[config.mk]
export PLATFORM = sky130hd
export DESIGN_NAME = sram_cycle_ctrl
export DESIGN_NICKNAME = d
export VERILOG_FILES = /design/src/rtl/sram_ctrl_pkg.sv /design/src/rtl/sram_phase_timer.sv /design/src/rtl/sram_req_latch.sv /design/src/rtl/sram_cycle_ctrl.sv
export SDC_FILE = /design/constraint.sdc
export NUM_CORES = 1
export LEC_CHECK = 0
export ABC_CLOCK_PERIOD_IN_PS = 2550
export BUFFER_PORTS_ARGS = -buffer_cell sky130_fd_sc_hd__buf_2
export CORE_UTILIZATION = 51
export CTS_BUF_LIST = sky130_fd_sc_hd__clkbuf_8
export DETAILED_ROUTE_END_ITERATION = 8
export GPL_ROUTABILITY_DRIVEN = 1
export PLACE_DENSITY = 0.86
export SETUP_SLACK_MARGIN = 0.1
export SLEW_MARGIN = 10
export SYNTH_ARGS = -nofsm -noshare
export SYNTH_HDL_FRONTEND = slang
export SYNTH_SLANG_ARGS = --single-unit
[constraint.sdc]
create_clock -name clk -period 2.55 [get_ports clk]
set_input_delay 0.3825 -clock clk [delete_from_list [all_inputs] [get_ports clk]]
set_output_delay 0.3825 -clock clk [all_outputs]
set_load 0.005 [all_outputs]
[src/rtl/sram_ctrl_pkg.sv]
package sram_ctrl_pkg;

  typedef enum logic [2:0] {
    ST_IDLE,
    ST_READ,
    ST_WSETUP,
    ST_WPULSE,
    ST_RECOV
  } ctrl_state_t;

  // Nanoseconds to clock cycles, rounded up.
  function automatic int unsigned ns2cyc(int unsigned ns, int unsigned period_ns);
    return (ns + period_ns - 1) / period_ns;
  endfunction

  // Same, with a floor of one cycle.
  function automatic int unsigned ns2cyc_min1(int unsigned ns, int unsigned period_ns);
    int unsigned c;
    c = ns2cyc(ns, period_ns);
    return (c == 0) ? 1 : c;
  endfunction

  function automatic int unsigned umax(int unsigned a, int unsigned b);
    return (a > b) ? a : b;
  endfunction

  // Remaining cycles of a total after a fixed part, never negative.
  function automatic int unsigned usub(int unsigned a, int unsigned b);
    return (a > b) ? (a - b) : 0;
  endfunction

endpackage

[src/rtl/sram_phase_timer.sv]
module sram_phase_timer #(
  parameter int unsigned CNT_W = 4
) (
  input  logic             clk,
  input  logic             rst_n,
  input  logic             load,
  input  logic [CNT_W-1:0] load_val,
  output logic             expired
);
  logic [CNT_W-1:0] cnt;

  always_ff @(posedge clk) begin
    if (!rst_n)          cnt <= '0;
    else if (load)       cnt <= load_val;
    else if (cnt != '0)  cnt <= cnt - 1'b1;
  end

  assign expired = (cnt == '0);
endmodule

[src/rtl/sram_req_latch.sv]
module sram_req_latch #(
  parameter int unsigned ADDR_W = 19,
  parameter int unsigned DATA_W = 8
) (
  input  logic              clk,
  input  logic              rst_n,
  input  logic              capture,
  input  logic [ADDR_W-1:0] in_addr,
  input  logic [DATA_W-1:0] in_data,
  output logic [ADDR_W-1:0] out_addr,
  output logic [DATA_W-1:0] out_data
);
  always_ff @(posedge clk) begin
    if (!rst_n) begin
      out_addr <= '0;
      out_data <= '0;
    end else if (capture) begin
      out_addr <= in_addr;
      out_data <= in_data;
    end
  end
endmodule

[src/rtl/sram_cycle_ctrl.sv]
module sram_cycle_ctrl
  import sram_ctrl_pkg::*;
#(
  parameter int unsigned ADDR_W       = 19,
  parameter int unsigned DATA_W       = 8,
  parameter int unsigned CLK_PERIOD_NS = 20,
  parameter int unsigned T_RC_NS      = 70,
  parameter int unsigned T_ACC_NS     = 70,
  parameter int unsigned T_OE_NS      = 35,
  parameter int unsigned T_WC_NS      = 70,
  parameter int unsigned T_WP_NS      = 55,
  parameter int unsigned T_DS_NS      = 30,
  parameter int unsigned T_AS_NS      = 0,
  parameter int unsigned T_WR_NS      = 5
) (
  input  logic              clk,
  input  logic              rst_n,
  input  logic              req_valid,
  input  logic              req_write,
  input  logic [ADDR_W-1:0] req_addr,
  input  logic [DATA_W-1:0] req_wdata,
  output logic              req_ready,
  input  logic              wr_protect,
  output logic              rsp_done,
  output logic              rsp_err,
  output logic [DATA_W-1:0] rsp_rdata,
  output logic              mem_ce_n,
  output logic              mem_we_n,
  output logic              mem_oe_n,
  output logic [ADDR_W-1:0] mem_addr,
  output logic [DATA_W-1:0] mem_dq_out,
  output logic              mem_dq_oe,
  input  logic [DATA_W-1:0] mem_dq_in
);
  // cycle counts derived from nanosecond limits, rounded up
  localparam int unsigned RD_CYC  = umax(ns2cyc(T_RC_NS, CLK_PERIOD_NS),
                                    umax(ns2cyc(T_ACC_NS, CLK_PERIOD_NS),
                                         ns2cyc(T_OE_NS, CLK_PERIOD_NS)));
  localparam int unsigned SET_CYC = ns2cyc_min1(T_AS_NS, CLK_PERIOD_NS);
  localparam int unsigned PUL_CYC = umax(1, umax(umax(ns2cyc(T_WP_NS, CLK_PERIOD_NS),
                                                      ns2cyc(T_DS_NS, CLK_PERIOD_NS)),
                                    usub(ns2cyc(T_WC_NS, CLK_PERIOD_NS), SET_CYC)));
  localparam int unsigned REC_CYC = ns2cyc_min1(T_WR_NS, CLK_PERIOD_NS);
  localparam int unsigned MAX_CYC = umax(umax(RD_CYC, SET_CYC), umax(PUL_CYC, REC_CYC));
  localparam int unsigned CNT_W   = $clog2(MAX_CYC + 1);

  localparam logic [CNT_W-1:0] RD_LD  = CNT_W'(RD_CYC - 1);
  localparam logic [CNT_W-1:0] SET_LD = CNT_W'(SET_CYC - 1);
  localparam logic [CNT_W-1:0] PUL_LD = CNT_W'(PUL_CYC - 1);
  localparam logic [CNT_W-1:0] REC_LD = CNT_W'(REC_CYC - 1);

  ctrl_state_t state, state_nx;
  logic             tmr_load;
  logic [CNT_W-1:0] tmr_val;
  logic             tmr_done;

  // Named internal events
  logic accept_evt;     // request taken this cycle
  logic refuse_evt;     // write refused under protect
  logic rd_close_evt;   // read window ends at this edge
  logic wr_close_evt;   // write window ends at this edge
  logic win_open;       // write window is open

  assign req_ready    = (state == ST_IDLE) && !wr_protect;
  assign accept_evt   = req_valid && req_ready;
  assign refuse_evt   = (state == ST_IDLE) && wr_protect && req_valid && req_write;
  assign rd_close_evt = (state == ST_READ)   && tmr_done;
  assign wr_close_evt = (state == ST_WPULSE) && tmr_done;

  sram_phase_timer #(.CNT_W(CNT_W)) u_timer (
    .clk      (clk),
    .rst_n    (rst_n),
    .load     (tmr_load),
    .load_val (tmr_val),
    .expired  (tmr_done)
  );

  sram_req_latch #(.ADDR_W(ADDR_W), .DATA_W(DATA_W)) u_latch (
    .clk      (clk),
    .rst_n    (rst_n),
    .capture  (accept_evt),
    .in_addr  (req_addr),
    .in_data  (req_wdata),
    .out_addr (mem_addr),
    .out_data (mem_dq_out)
  );

  always_comb begin
    state_nx = state;
    tmr_load = 1'b0;
    tmr_val  = '0;
    unique case (state)
      ST_IDLE: if (accept_evt) begin
        tmr_load = 1'b1;
        if (req_write) begin state_nx = ST_WSETUP; tmr_val = SET_LD; end
        else           begin state_nx = ST_READ;   tmr_val = RD_LD;  end
      end
      ST_READ:   if (tmr_done) begin state_nx = ST_RECOV;  tmr_load = 1'b1; tmr_val = REC_LD; end
      ST_WSETUP: if (tmr_done) begin state_nx = ST_WPULSE; tmr_load = 1'b1; tmr_val = PUL_LD; end
      ST_WPULSE: if (tmr_done) begin state_nx = ST_RECOV;  tmr_load = 1'b1; tmr_val = REC_LD; end
      ST_RECOV:  if (tmr_done) state_nx = ST_IDLE;
      default:   state_nx = ST_IDLE;
    endcase
  end

  always_ff @(posedge clk) begin
    if (!rst_n) begin
      state     <= ST_IDLE;
      rsp_done  <= 1'b0;
      rsp_err   <= 1'b0;
      rsp_rdata <= '0;
    end else begin
      state    <= state_nx;
      rsp_done <= rd_close_evt || wr_close_evt || refuse_evt;
      rsp_err  <= refuse_evt;
      if (rd_close_evt) rsp_rdata <= mem_dq_in;
    end
  end

  // Strobes decoded from the registered state
  assign mem_ce_n  = !(state == ST_READ || state == ST_WSETUP || state == ST_WPULSE);
  assign mem_oe_n  = !(state == ST_READ);
  assign mem_we_n  = !(state == ST_WPULSE);
  assign win_open  = !mem_ce_n && !mem_we_n;
  assign mem_dq_oe = (state == ST_WPULSE);

  AST_OE_HIGH_IN_WRITE:  assert property (@(posedge clk) disable iff (!rst_n)
    !mem_we_n |-> mem_oe_n);
  AST_WE_NEEDS_CE:       assert property (@(posedge clk) disable iff (!rst_n)
    !mem_we_n |-> !mem_ce_n);
  AST_SETUP_BEFORE_WE:   assert property (@(posedge clk) disable iff (!rst_n)
    $fell(mem_we_n) |-> $past(!mem_ce_n));
  AST_DRIVE_IN_WINDOW:   assert property (@(posedge clk) disable iff (!rst_n)
    mem_dq_oe |-> win_open);
  AST_ADDR_STABLE:       assert property (@(posedge clk) disable iff (!rst_n)
    (!mem_ce_n && $past(!mem_ce_n)) |-> $stable(mem_addr));
  AST_RECOVERY_GAP:      assert property (@(posedge clk) disable iff (!rst_n)
    $rose(mem_ce_n) |=> mem_ce_n);
  AST_READY_ONLY_IDLE:   assert property (@(posedge clk) disable iff (!rst_n)
    req_ready |-> (mem_ce_n && mem_we_n && mem_oe_n));
  AST_PROTECT_BLOCKS:    assert property (@(posedge clk) disable iff (!rst_n)
    (wr_protect && mem_ce_n) |=> mem_ce_n);
  AST_ERR_WITH_DONE:     assert property (@(posedge clk) disable iff (!rst_n)
    rsp_err |-> rsp_done);
endmodule

==> results.md, run 1 <==
- CTS Hold Buffers Added: 0
- Placed cell areas: 2081 sq um
- Fmax: 545.8 MHz
- Syn Inst Count: 201
- Setup bufs post-CTS: 0
- TNS Setup: 0 ns
- Critical Path End Type: flop
- Starting Density: 54.35%
- R2r worst-path depth: 7
- Final instance area: 2168 sq um
- Max_slew headroom: 61.67%
- Crit path cell chain: inv_1, ha_1, ha_1, nand3b_1, nor2_2, mux2i_1, nor2_1
- Drt total wl: 3.517 mm
- Clk root buf: clkbuf_8
- Row Count: 20
- Flop2flop setup slack: 0.72 ns
- Worst-skew pair later-pin latency: 0.29 ns
- Pin count of the biggest net entering global routing: 30
- Worst Slack Setup Final: 0.7177 ns
- Ys async rst share: 0%
- Distinct cells, synth: 30
- Sequential fraction of the synthesis area: 51.46%
- GR Util All Layers: 20.25%
- Tot Pwr: 1.629 mW
- Avg Cell Area, Syn: 8.323 sq um
- First DRT Iteration DRCs: 80
- Crit path launch type: flop
- Power Density: 751.5 nW/um^2
- Initial antenna violation count: 0
- Worst Max-Slew Pin Slew: 0.5737 ns
- DR pass1 iterations: 4
- Ant. Diodes: 0
- Die area: 3513 sq um
- Ports: 82
- Final HPWL DP: 2.490 mm
- Most common cell in the synthesized netlist: nand2_1
- Pre-CTS WS: 0.7890 ns
- Clk buf depth: 2
- RSZ-0062 raised after global routing: false
- End point of the critical path: rsp_rdata[7]$_SDFFE_PN0P_
- Residual DRC: 0
- Ratio of final minimum period to clock period: 71.85%
- Die width: 59.27 microns
- Ys flop type: dfxtp_1
- Grt ovf: 0
- Area leader, netlist: dfxtp_1
- Leakage: 1.016 nW
- Die Ht: 59.27 microns
- Buffers on Ports: 81
- Post-Syn Area: 1673 sq um
- CP top delay family: simple AND/OR/NAND/NOR gates
- Leading post-synthesis cells by cell area: dfxtp_1 51%, nand2_1 13%, a21oi_1 9.6%
- CTS Buf Count: 5
- Reg2reg end: rsp_rdata[7]$_SDFFE_PN0P_
- Htree depth: 2
- Worst Path Required: 2.72 ns
- Endpoints failing setup: 0
- Clock skew: 0.004787 ns
- Slowest-stage cell, CP: nor2_2
- Clock Pin Slew Worst Setup and Hold Paths: 0.07 ns
- Final hold viol count: 0
- Synth top cells by count: 59 x nand2_1, 43 x dfxtp_1, 32 x a21oi_1
- Buffers & Inverters on Critical Path: 1
- Worst-path maximum fanout: 8
- Post-layout min period: 1.832 ns
- Worst r2r src: u_timer.cnt[0]$_SDFFE_PN0P_
- Worst Setup SP: u_timer.cnt[0]$_SDFFE_PN0P_
- Register bit total from synthesis: 43
- Resized cells post-CTS: 0
- Max_cap viols: 0
- Layout cells sized above 1: 33.81%
- WHS: 0.3247 ns
- First-pass GRT wire length: 5.402 mm
- Worst hold-check path type: in -> reg
- Most used cell, CP: ha_1
- Vias/cell: 4.925
- Worst Path Arrival: 2.00 ns
- Synth top area share: 51.46%
- Syn Nets: 243
- Number of global-route vias before repair: 1313
- Avg WL per Cell: 10.92 microns
- Critical setup path kind: reg -> reg
- Max-slew violations: 0
- Status: complete, no violations
- Final ANT Viol Nets: 0
- Max VDD drop: 570.9 uV
- Post-synth EDFFs: 0
- Core ar.: 3078 sq um
- CTS Sinks: 43
- Max incr delay on CP: 0.42 ns
- CTS tree: done
- DR vias: 1586
- Ys Warns: 0
- Syn-to-layout area delta: 29.62%
- # nets final: 320
- GP Congestion: 0.7817
- Stages on worst setup path: 7
## cell families after synthesis
logic type | synth area share (%)
flops | 51.46
simple gates | 22.66
buf+inv | 5.161
fa+ha+maj | 1.496
compound gates | 13.24
mux | 5.984
## sequential cells by signal, summed over array words and instances (netlist names)
signal	count
rsp_err	1
rsp_rdata	8
rsp_done	1
state	3
u_latch.out_addr	19
u_latch.out_data	8
u_timer.cnt	3
## worst register-to-register path, cell delays in order (launching register included)
cell      delay, ns
dfxtp_1        0.31
inv_1          0.07
ha_1           0.14
ha_1           0.28
nand3b_1       0.16
nor2_2         0.42
mux2i_1        0.27
nor2_1         0.07
## worst min path at each step
stage | slack (ns) | startpoint | to | depth (start not counted)
floorplan | 0.45 | u_latch.out_addr[0]$_SDFFE_PN0P_ | u_latch.out_addr[0]$_SDFFE_PN0P_ | 2
global placement | 0.44 | u_latch.out_addr[1]$_SDFFE_PN0P_ | u_latch.out_addr[1]$_SDFFE_PN0P_ | 2
detailed placement | 0.44 | u_latch.out_addr[0]$_SDFFE_PN0P_ | u_latch.out_addr[0]$_SDFFE_PN0P_ | 2
CTS | 0.32 | req_wdata[5] | u_latch.out_data[5]$_SDFFE_PN0P_ | 3
global route | 0.32 | req_addr[18] | u_latch.out_addr[18]$_SDFFE_PN0P_ | 3
finish | 0.32 | req_addr[18] | u_latch.out_addr[18]$_SDFFE_PN0P_ | 3
## layer usage
layer  vias to the layer above  global-route usage [%]  wire length, microns
met1                       697                   23.86                  1562
met2                        74                   34.19                  1641
met4                         0                   8.163                    41
li1                        809                       -                     -
met3                         6                   6.114                   271
met5                         -                       0                     0
## cells in the final DEF, fill, tap and decap left out
cell type  Yosys  routed
a2111oi_0      1       1
a21oi_1       32      32
a31oi_1        1       1
and2_1         1       1
buf_2          6      81
buf_4          0       1
clkbuf_8       0       6
clkinv_2       0       1
dfxtp_1       43      43
ha_1           2       2
inv_1          7       7
mux2i_1       10      10
nand2_1       59      59
nand2b_1       2       2
nand2b_4       1       1
nand3_1        1       1
nand3b_1       1       1
nand4_1        1       1
nor2_1        13      13
nor2_2         1       1
nor2_4         1       1
nor2b_1        2       2
nor3_1         2       2
o21a_1         1       1
o21ai_0        1       1
o22ai_1        1       1
o2bb2ai_1      1       1
o311a_1        1       1
o32ai_1        1       1
or2_2          1       1
or3_4          1       1
## power breakdown
part	leakage [nW]	switching (mW)	internal, mW	total, mW
registers	0.350	0.0405	0.742	0.782
logic	0.619	0.237	0.192	0.429
clock network	0.0470	0.206	0.212	0.418
total	1.02	0.483	1.15	1.63
## metrics by stage
stage | util [%] | cells
2_1_floorplan | - | 201
3_3_place_gp | 67.60 | 315
3_5_place_dp | 67.60 | 315
4_1_cts | 70.45 | 322
5_1_grt | 70.45 | 322
6_report | 70.45 | 322
## area by class of cell
cell class / instances / area (sq um)
tap: 44 / 55.05
inverter: 7 / 26.28
timing repair buffer: 82 / 412.9
fill: 266 / 909.6
clock buffer: 6 / 82.58
clock inverter: 1 / 5.005
multi-input combinational: 139 / 725.7
sequential: 43 / 860.8
No activity file was read; power rests on OpenSTA's default activity.
==> run 2, diff against run 1 <==
--- a/config.mk
+++ b/config.mk
@@ -5,13 +5,13 @@
 export SDC_FILE = /design/constraint.sdc
 export NUM_CORES = 1
 export LEC_CHECK = 0
-export ABC_CLOCK_PERIOD_IN_PS = 2550
+export ABC_CLOCK_PERIOD_IN_PS = 1600
 export BUFFER_PORTS_ARGS = -buffer_cell sky130_fd_sc_hd__buf_2
-export CORE_UTILIZATION = 51
+export CORE_UTILIZATION = 42
 export CTS_BUF_LIST = sky130_fd_sc_hd__clkbuf_8
 export DETAILED_ROUTE_END_ITERATION = 8
 export GPL_ROUTABILITY_DRIVEN = 1
-export PLACE_DENSITY = 0.86
+export PLACE_DENSITY = 0.76
 export SETUP_SLACK_MARGIN = 0.1
 export SLEW_MARGIN = 10
 export SYNTH_ARGS = -nofsm -noshare
==> constraint.sdc (replaced) <==
create_clock -name clk -period 1.6 [get_ports clk]
set_input_delay 0.24 -clock clk [delete_from_list [all_inputs] [get_ports clk]]
set_output_delay 0.24 -clock clk [all_outputs]
set_load 0.005 [all_outputs]
==> results.md, run 2 (synthesized netlist as in run 1, its figures left out) <==
- Grt ovf: 0 (unchanged)
- Syn-to-layout area delta: 39.57% (was 29.62%)
- Fmax: 678.4 MHz
- Ant. Diodes: 0 (unchanged)
- Post-layout min period: 1.474 ns
- Most common cell after layout, fill and taps aside: buf_2 (unchanged)
- Power Density: 1238 nW/um^2 (was 751.5 nW/um^2)
- Ratio of final minimum period to clock period: 92.13%
- Avg WL per Cell: 10.95 microns (was 10.92 microns)
- Max reg flops: 19 (unchanged)
- Max_cap viols: 0 (unchanged)
- Residual DRC: 0 (unchanged)
- Met2 usage: 29.04% (was 34.19%)
- Placed cell areas: 2138 sq um (was 2081 sq um)
- Worst Slack Setup Final: 0.1259 ns (was 0.7177 ns)
- Clock Pin Slew Worst Setup and Hold Paths: 0.08 ns (was 0.07 ns)
- Layout cells sized above 1: 39.52% (was 33.81%)
- Met1 GRT Util: 21.51% (was 23.86%)
- Endpoints failing setup: 0 (unchanged)
- WHS Path Cells: 3 (unchanged)
- Max incr delay on CP: 0.37 ns (was 0.42 ns)
- Met3 Use GR: 6.944% (was 6.114%)
- Leakage: 1.089 nW (was 1.016 nW)
- Pre-CTS WS: -0.02902 ns (was 0.7890 ns)
- Max VDD drop: 768.9 uV (was 570.9 uV)
- Regs by FF count: u_latch.out_addr (19), rsp_rdata (8), u_latch.out_data (8) (unchanged)
- Row Count: 22 (was 20)
- GP Congestion: 0.7737 (was 0.7817)
- Worst-skew pair later-pin latency: 0.29 ns (about the same)
- Die width: 65.11 microns (was 59.27 microns)
- DR pass1 iterations: 4 (unchanged)
- CTS Sinks: 43 (unchanged)
- Non-Filler Instances: 339 (was 322)
- Commonest cells after routing, fill and taps aside: 81 x buf_2, 59 x nand2_1, 40 x dfxtp_1 (was 81 x buf_2, 59 x nand2_1, 43 x dfxtp_1)
- Core Util, Final: 62.37% (was 70.45%)
- Htree depth: 2 (unchanged)
- Status: complete, no violations (unchanged)
- Final instance area: 2335 sq um (was 2168 sq um)
- First DRT Iteration DRCs: 69 (was 80)
- Final hold viol count: 0 (unchanged)
- WHS: 0.1852 ns (was 0.3247 ns)
- Vias/cell: 4.708 (was 4.925)
- CTS tree: done (unchanged)
- DR vias: 1596 (was 1586)
- Pin count of the biggest net entering global routing: 28 (was 30)
- Crit path cell chain: or3_4, nor2_1, buf_2 (was inv_1, ha_1, ha_1, nand3b_1, nor2_2, mux2i_1, nor2_1)
- Worst Path Required: 1.36 ns (was 2.72 ns)
- Clock skew: 0.006761 ns (was 0.004787 ns)
- First-pass GRT wire length: 5.865 mm (was 5.402 mm)
- CTS Hold Buffers Added: 0 (unchanged)
- Critical setup path kind: reg -> out (was reg -> reg)
- Max_slew headroom: 74.66% (was 61.67%)
- Initial antenna violation count: 0 (unchanged)
- Core ar.: 3744 sq um (was 3078 sq um)
- Drt total wl: 3.711 mm (was 3.517 mm)
- Worst hold-check path type: in -> reg (unchanged)
- Slowest-stage cell, CP: dfxtp_4 (was nor2_2)
- Worst Max-Slew Pin Slew: 0.3789 ns (was 0.5737 ns)
- Layer with the highest usage: met2 (unchanged)
- Fillcell total: 347 (was 266)
- TNS Setup: 0 ns (unchanged)
- Placed insts: 325 (was 315)
- Die Ht: 65.11 microns (was 59.27 microns)
- Ports: 82 (unchanged)
- Biggest register: u_latch.out_addr (unchanged)
- RSZ-0062 raised after global routing: true (was false)
- GR Util All Layers: 17.89% (was 20.25%)
- Max-slew violations: 0 (unchanged)
- Clk root buf: clkbuf_8 (unchanged)
- Buffers on Ports: 81 (unchanged)
- Tot Pwr: 2.891 mW (was 1.629 mW)
- Final HPWL DP: 2.571 mm (was 2.490 mm)
- Starting Density: 44.69% (was 54.35%)
- Worst-path maximum fanout: 8 (unchanged)
- R2r worst-path depth: 8 (was 7)
- Crit path launch type: flop (unchanged)
- Number of global-route vias before repair: 1390 (was 1313)
- Die area: 4239 sq um (was 3513 sq um)
- Clk buf depth: 2 (unchanged)
- Critical Path End Type: output pin (was flop)
- Worst Path Arrival: 1.23 ns (was 2.00 ns)
- Final ANT Viol Nets: 0 (unchanged)
- # nets final: 332 (was 320)
- CTS Buf Count: 5 (unchanged)
run 2: worst max-delay path, delay by kind of cell (launching register included):
| family | cells | cell delay (ns) |
|---|---|---|
| DFF | 1 | 0.37 |
| and+or+nand+nor | 2 | 0.46 |
| buffers and inverters | 1 | 0.11 |
run 2: what timing repair did:
| item | 4_1_cts | 5_1_grt |
|---|---|---|
| pin swaps | 3 | 7 |
| setup buffers | 3 | 3 |
| endpoints found under the setup margin | 10 | 15 |
| resized for setup | 7 | 6 |
run 2: power by group:
group          leakage, nW  switching (mW)  total, mW  internal, mW
registers            0.352          0.0595       1.25          1.19
clock network       0.0557           0.329      0.716         0.387
logic                0.682           0.460      0.928         0.468
total                 1.09           0.849       2.89          2.04
run 2: path summary, 6_finish.rpt:
path	from	slack (ns)	end
worst max-delay path	state[0]$_SDFFE_PN0P_	0.13	req_ready
worst min-delay path	req_addr[14]	0.19	u_latch.out_addr[14]$_SDFFE_PN0P_
worst max register to register	u_timer.cnt[0]$_SDFFE_PN0P_	0.13	rsp_rdata[5]$_SDFFE_PN0P_
worst min register to register	u_latch.out_addr[18]$_SDFFE_PN0P_	0.45	u_latch.out_addr[18]$_SDFFE_PN0P_
run 2: cell type report:
| class | instances | area [sq um] | share of cell area (%) |
|---|---|---|---|
| Tap cell | 48 | 60.06 | 2.572 |
| Timing Repair Buffer | 94 | 519.2 | 22.24 |
| Clock inverter | 1 | 3.754 | 0.1608 |
| Multi-Input combinational cell | 139 | 762.0 | 32.64 |
| Sequential cell | 43 | 867.1 | 37.14 |
| Inverter | 7 | 26.28 | 1.125 |
| Clock buffer | 7 | 96.34 | 4.126 |
run 2: routing by layer:
| layer | up-vias | share of wire, % |
|---|---|---|
| met2 | 64 | 46 |
| li1 | 835 | - |
| met4 | 0 | 0.92 |
| met5 | - | 0 |
| met1 | 692 | 45 |
| met3 | 5 | 8.2 |
